### src/rtl/tmr_chan.sv
module tmr_chan (
  input  logic        clk,
  input  logic        rst_n,
  input  logic [15:0] cnt_i,
  input  logic [1:0]  addr_i,
  input  logic        wr_i,
  input  logic        rd_i,
  input  logic [7:0]  wdata_i,
  output logic [7:0]  rdata_o,
  input  logic        pin_i,
  output logic        pin_o,
  output logic        flag_o
);
  localparam logic [1:0] A_CTRL = 2'd0, A_STAT = 2'd1, A_HI = 2'd2, A_LO = 2'd3;

  logic [5:0]  ctrl;
  logic [15:0] val;
  logic [2:0]  sy;
  logic        rlock, wlock;

  wire [1:0] mode = ctrl[1:0];
  wire [1:0] edg  = ctrl[3:2];
  wire [1:0] act  = ctrl[5:4];
  wire cmp   = |mode;
  wire rd_hi = rd_i && addr_i == A_HI;
  wire rd_lo = rd_i && addr_i == A_LO;
  wire wr_hi = wr_i && addr_i == A_HI;
  wire wr_lo = wr_i && addr_i == A_LO;
  wire rise  = sy[1] & ~sy[2];
  wire fall  = ~sy[1] & sy[2];
  wire capture = !cmp && !rlock && ((edg[0] && rise) || (edg[1] && fall));
  wire match   = cmp && !wlock && cnt_i == val;

  always_comb begin
    case (addr_i)
      A_CTRL:  rdata_o = {2'b00, ctrl};
      A_STAT:  rdata_o = {7'd0, flag_o};
      A_HI:    rdata_o = val[15:8];
      default: rdata_o = val[7:0];
    endcase
  end

  always_ff @(posedge clk or negedge rst_n)
    if (!rst_n) sy <= '0;
    else        sy <= {sy[1:0], pin_i};

  always_ff @(posedge clk or negedge rst_n)
    if (!rst_n)                        ctrl <= '0;
    else if (wr_i && addr_i == A_CTRL) ctrl <= wdata_i[5:0];

  always_ff @(posedge clk) begin
    if (wr_hi)   val[15:8] <= wdata_i;
    if (wr_lo)   val[7:0]  <= wdata_i;
    if (capture) val       <= cnt_i;
  end

  always_ff @(posedge clk or negedge rst_n)
    if (!rst_n) begin
      rlock <= 1'b0;
      wlock <= 1'b0;
    end else begin
      if (cmp || rd_lo) rlock <= 1'b0;
      else if (rd_hi)   rlock <= 1'b1;
      if (!cmp || wr_lo) wlock <= 1'b0;
      else if (wr_hi)    wlock <= 1'b1;
    end

  always_ff @(posedge clk or negedge rst_n)
    if (!rst_n)                                          flag_o <= 1'b0;
    else if (capture || match)                           flag_o <= 1'b1;
    else if (wr_i && addr_i == A_STAT && wdata_i[0])     flag_o <= 1'b0;

  always_ff @(posedge clk or negedge rst_n)
    if (!rst_n) pin_o <= 1'b0;
    else if (match)
      case (act)
        2'b01:   pin_o <= ~pin_o;
        2'b10:   pin_o <= 1'b0;
        2'b11:   pin_o <= 1'b1;
        default: pin_o <= pin_o;
      endcase
endmodule


### config.mk
export PLATFORM = sky130hd
export DESIGN_NAME = tmr_chan
export DESIGN_NICKNAME = d
export VERILOG_FILES = /design/src/rtl/tmr_chan.sv
export SDC_FILE = /design/constraint.sdc
export NUM_CORES = 1
export LEC_CHECK = 0
export ABC_AREA = 1
export BUFFER_PORTS_ARGS = -buffer_cell sky130_fd_sc_hd__buf_2
export CORE_MARGIN = 10
export CORE_UTILIZATION = 50
export DETAILED_ROUTE_END_ITERATION = 10
export GPL_TIMING_DRIVEN = 0
export PLACE_DENSITY = 0.81
export RECOVER_POWER = 100
export SKIP_CTS_REPAIR_TIMING = 1
export SYNTH_ARGS = -nofsm -noshare
export SYNTH_HDL_FRONTEND = slang
export SYNTH_SLANG_ARGS = --single-unit
### constraint.sdc
create_clock -name clk -period 2.1 [get_ports clk]
set_clock_uncertainty 0.05 [all_clocks]
set_input_delay 0.315 -clock clk [delete_from_list [all_inputs] [get_ports clk]]
set_output_delay 0.315 -clock clk [all_outputs]
set_load 0.01 [all_outputs]
==> flow_summary.yaml, run 1 <==
sta:
  finalCritPeriodShare_pct: 87.8
  hold_viol_final: 0
  slew_headroom_pct: 48.0
  rsz0062_at_grt: "no"
  period_minus_slack_ps: 1840
  setup_viol: 0
  tightestPinTransition_ps: 780
  max_clock_freq_mhz: 543
  fin_setup_tns_ps: 0
  slew_viol_final: 0
die:
  core_um2: 3440
  ios: 41
  fp.dieW_um: 80.7
  die-area_um2: 6510
  placementRows: 21
  start_util_pct: 53.5
  die_h_um: 80.7
cts:
  cts_buffers: 5
  insertion_delay_ps: 290
  htreeDepth: 2
  tritoncts: "yes"
  cts_root_buffer: "clkbuf_8"
  clk_pin_slew_worst_paths_ps: 60
  clockBufferDepth: 2
  clkSinkCount: 29
drt:
  drt_first_pass_iters: 4
  ant_nets: 0
  num_vias: 1671
  drt_iter0_markers: 126
  drc: 0
  viasPerCell: 5.03
  wl_per_cell_um: 14.9
  wl_um: 4960
power:
  fin_total_pwr_mw: 1.58
  peakVddDrop_uv: 420
  p_clk_share_pct: 30.9
  comb_power_share_pct: 23.0
  netSwitchingFraction_pct: 31.6
  switchingPower_uw: 499
  leakage_nw: 1.11
  intPower_mw: 1.08
  power_density_nw_per_um2: 735
  power_frac_seq_pct: 46.2
hold_path:
  whs_endpoint: "sy[0]"
  min_from: "pin_i"
  min_path_cells: 1
  hold_class: "in -> reg"
grt:
  grt_util_all_layers_pct: 16.5
  grt_max_degree: 14
  grt_pass1_vias: 1790
  grt_overflow: 0
  antenna_found_initial: 0
  grt_first_pass_wirelength_um: 8200
synthesis:
  synth-seq-cells: 29
  yosysUniqueCellTypes: 28
  synth_area_um2: 1840
  synth_nets: 268
  ys_seq_area_share_pct: 43.8
  avgSynthCellArea_um2: 7.77
  synthCells: 237
  yosys_warnings: 0
run:
  cap_violations: 0
critical_path:
  worstSetupPathType: "in -> out"
  worstSetupEndpointType: "output pin"
  r2r_slack_ps: 330
  r2r_end: "val[6]"
  start_kind: "input pin"
  worstReg2RegStart: "sy[1]"
  r2r_cells: 6
  worstPathRequired_ps: 1740
  crit_fanout: 6
  arrival_ps: 1480
cells_and_area:
  antenna_cells: 0
  final_common_cell: "nand2_1"
  syn2layout_area_growth_pct: 16.8
  final_cell_mix: "nand2_1, inv_1, buf_2"
  nets: 316
  drive_gt1_share_pct: 17.5
place:
  hpwl_um: 3780
  gp_congestion: 0.820
  portBuffers: 40
status:
  status: "finished clean"
[cell type report]
cell class	count	area, um^2
multi-input cells	158	800
repair buffers	41	200
plain buffers	2	15.0
inverters	48	181
well taps	46	57.6
clock buffers	8	90.1
flip-flops and latches	29	806
fillers	322	1290
[cell families (layout without fill, tap and decap cells)]
group / after synthesis / count (layout) / synth area share, %
AO/OA/AOI/OAI: 30 / 30 / 9.86
XOR/XNOR: 8 / 8 / 3.81
buffers and inverters: 50 / 99 / 11.1
flip-flops: 29 / 29 / 43.8
multiplexers: 5 / 5 / 4.08
AND/OR/NAND/NOR: 115 / 115 / 27.4
[sequential cells by signal, indices dropped and copies added, names as in the netlist]
name / flops
val: 16
ctrl: 6
sy: 3
flag_o: 1
pin_o: 1
rlock: 1
wlock: 1
[through the flow]
step | util (%) | hold WS (ps) | setup slack [ps] | area, um^2 | cells
2_1_floorplan | - | -30.6 | 668 | 1840 | 237
3_3_place_gp | 61.0 | 173 | 411 | 2100 | 323
3_5_place_dp | 61.0 | 178 | 372 | 2100 | 323
4_1_cts | 63.6 | -132 | 346 | 2190 | 331
5_1_grt | 62.5 | 86.7 | 185 | 2150 | 332
6_report | 62.5 | 92.3 | 257 | 2150 | 332
[layer usage]
metal,vias to the layer above,global-route usage [%],wire [um]
met2,64,27.9,2400
met3,9,5.79,434
li1,843,-,-
met4,0,6.40,83
met5,-,0,0
met1,755,18.6,2050
[how the worst max path moves through the flow]
stage	startpoint	to	slack, ps
2_1_floorplan	ctrl[0]	val[0]	670
3_3_place_gp	ctrl[0]	val[6]	410
3_5_place_dp	sy[1]	val[6]	370
4_1_cts	sy[1]	val[6]	350
5_1_grt	addr_i[0]	rdata_o[5]	180
6_report	addr_i[0]	rdata_o[5]	260
[cells in the mapped netlist, drive strengths merged]
master	number	area share, %
nand2	86	18
inv	47	9.6
o21ai	20	5.4
nor2	18	4.9
edfxtp	16	26
dfrtp	13	18
mux2	5	4.1
nand3	4	1.8
xnor2	4	1.9
xor2	4	1.9
nand4	3	1.0
o211ai	3	1.2
buf	2	1.2
nor3	2	0.54
o221ai	2	0.95
o22ai	2	0.68
a21oi	1	0.27
a221oi	1	0.82
a32oi	1	0.48
clkinv	1	0.27
nor4	1	0.34
or2	1	0.34
[worst max-delay path, cell delays in order]
cell,delay (ps)
buf_2,140
inv_1,70
nand2_2,160
clkinvlp_2,350
nand2_1,170
o211ai_1,110
buf_2,160
[power groups by stage]
| stage | clock network, mW | logic, mW | registers (mW) |
|---|---|---|---|
| floorplan | 0 | 0.253 | 0.730 |
| global placement | 0 | 0.374 | 0.734 |
| detailed placement | 0 | 0.388 | 0.740 |
| CTS | 0.486 | 0.392 | 0.729 |
| global route | 0.513 | 0.415 | 0.737 |
| finish | 0.487 | 0.363 | 0.729 |
No activity file was read; power rests on OpenSTA's default activity.
==> run 2: changes to the inputs <==
--- a/config.mk
+++ b/config.mk
@@ -7,6 +7,7 @@
 export LEC_CHECK = 0
 export ABC_AREA = 1
 export BUFFER_PORTS_ARGS = -buffer_cell sky130_fd_sc_hd__buf_2
+export CORE_ASPECT_RATIO = 1.25
 export CORE_MARGIN = 10
 export CORE_UTILIZATION = 50
 export DETAILED_ROUTE_END_ITERATION = 10
==> run 2 against run 1 <==
Cell count decreased by 2.1%. Design area fell by 0.93%. Sequential share of layout area rose by 0.35 points.
==> flow_summary.yaml, run 2 (synthesis results as in run 1) <==
sta:
  layout_setup_ws_ps: 369
  fin_setup_tns_ps: 0
  finalCritPeriodShare_pct: 82.4
  hold_viol_final: 0
  rsz0062_at_grt: "no"
  slew_viol_final: 0
  slew_headroom_pct: 49.5
  max_clock_freq_mhz: 578
  setup_viol: 0
  tightestPinTransition_ps: 758
  period_minus_slack_ps: 1730
status:
  status: "finished clean"
grt:
  use_met2_pct: 24.1
  grtUsageMet1_pct: 16.3
  grt_overflow: 0
  grt_pass1_vias: 1607
  met3_usage_pct: 5.78
  busiest_layer: "met2"
  grt_first_pass_wirelength_um: 7380
  grt_util_all_layers_pct: 14.8
  antenna_found_initial: 0
  grt_max_degree: 14
cells_and_area:
  nets: 316
  largest_register: "val"
  antenna_cells: 0
  seqCellArea_um2: 806
  largest_register_ffs: 16
  fill_cells: 326
  final_cell_mix: "nand2_1, inv_1, buf_2"
  syn2layout_area_growth_pct: 15.7
  final_common_cell: "nand2_1"
  largestRegisters: "val: 16 flops, ctrl: 6 flops, sy: 3 flops"
  drive_gt1_share_pct: 16.1
  multi_input_area_um2: 792
critical_path:
  crit_fanout: 7
  cp_cell_sequence: "buf_2, nor2_1, nand2_1, a32oi_1, clkbuf_1"
  worstPathRequired_ps: 1740
  worstReg2RegStart: "sy[1]"
  worstSetupEndpointType: "output pin"
  slowest_stage: "nor2_1"
  critPathTopFamily: "simple AND/OR/NAND/NOR gates"
  start_kind: "input pin"
  path_buf_inv: 2
  cpPeakStageDelay_ps: 430
  arrival_ps: 1370
  worstSetupPathType: "in -> out"
  startpoint: "addr_i[0]"
cts:
  cts_root_buffer: "clkbuf_8"
  tritoncts: "yes"
  clockBufferDepth: 2
  cts_buffers: 5
  clk_pin_slew_worst_paths_ps: 60
  insertion_delay_ps: 280
  htreeDepth: 2
  clkSinkCount: 29
drt:
  num_vias: 1618
  ant_nets: 0
  drt_iter0_markers: 75
  wl_um: 4480
  viasPerCell: 4.98
  drt_first_pass_iters: 4
  wl_per_cell_um: 13.8
  drc: 0
power:
  power_density_nw_per_um2: 725
  leakage_nw: 1.10
  fin_total_pwr_mw: 1.54
  peakVddDrop_uv: 450
die:
  core_um2: 3510
  fp.dieW_um: 74.3
  placementRows: 24
  die-area_um2: 6520
  ios: 41
  die_h_um: 87.8
  start_util_pct: 52.4
hold_path:
  min_from: "pin_i"
  hold_class: "in -> reg"
place:
  hpwl_um: 3550
  portBuffers: 40
  gp_congestion: 0.788
  place_ws_ps: 380
run:
  cap_violations: 0
## run 2: worst paths after layout
path                              end  slack (ps)  cells past startpoint
min reg2reg                     sy[1]         310                      0
max                        rdata_o[0]         370                      5
min                             sy[0]          90                      1
max reg2reg                    val[0]         380                      6
max in group asynchronous     ctrl[0]         960                      2
min in group asynchronous     ctrl[4]         560                      2
## run 2: power breakdown
| part | switching, mW | internal [mW] | total (mW) |
|---|---|---|---|
| registers | 0.0481 | 0.678 | 0.726 |
| clock network | 0.199 | 0.266 | 0.465 |
| logic | 0.219 | 0.133 | 0.352 |
## run 2: final cells by class
cell class	count	share of cell area, %
clock buffers	8	4.23
inverters	48	8.52
flip-flops and latches	29	37.8
repair buffers	41	9.22
plain buffers	2	0.705
multi-input cells	158	37.2
well taps	39	2.29
## run 2: metal layers
| layer | wire length, um | vias to the layer above |
|---|---|---|
| met5 | 0 | - |
| met4 | 75 | 0 |
| met3 | 364 | 6 |
| met2 | 2300 | 45 |
| met1 | 1740 | 727 |
| li1 | - | 840 |
## run 2: per-stage QoR
| stage | cells | util [%] | hold slack (ps) | instance area, um^2 |
|---|---|---|---|---|
| finish | 325 | 60.6 | 93.6 | 2130 |
| global route | 325 | 60.6 | 83.7 | 2130 |
| CTS | 324 | 62.0 | -130 | 2180 |
| detailed placement | 316 | 59.5 | 171 | 2090 |
| global placement | 316 | 59.5 | 170 | 2090 |
| floorplan | 237 | - | -30.6 | 1840 |
## run 2: worst reg2reg max path: cells and delay by family, from the launching register on
family | cells | cell delay [ps]
and+or+nand+nor | 5 | 750
DFF | 1 | 390
buffers and inverters | 1 | 190
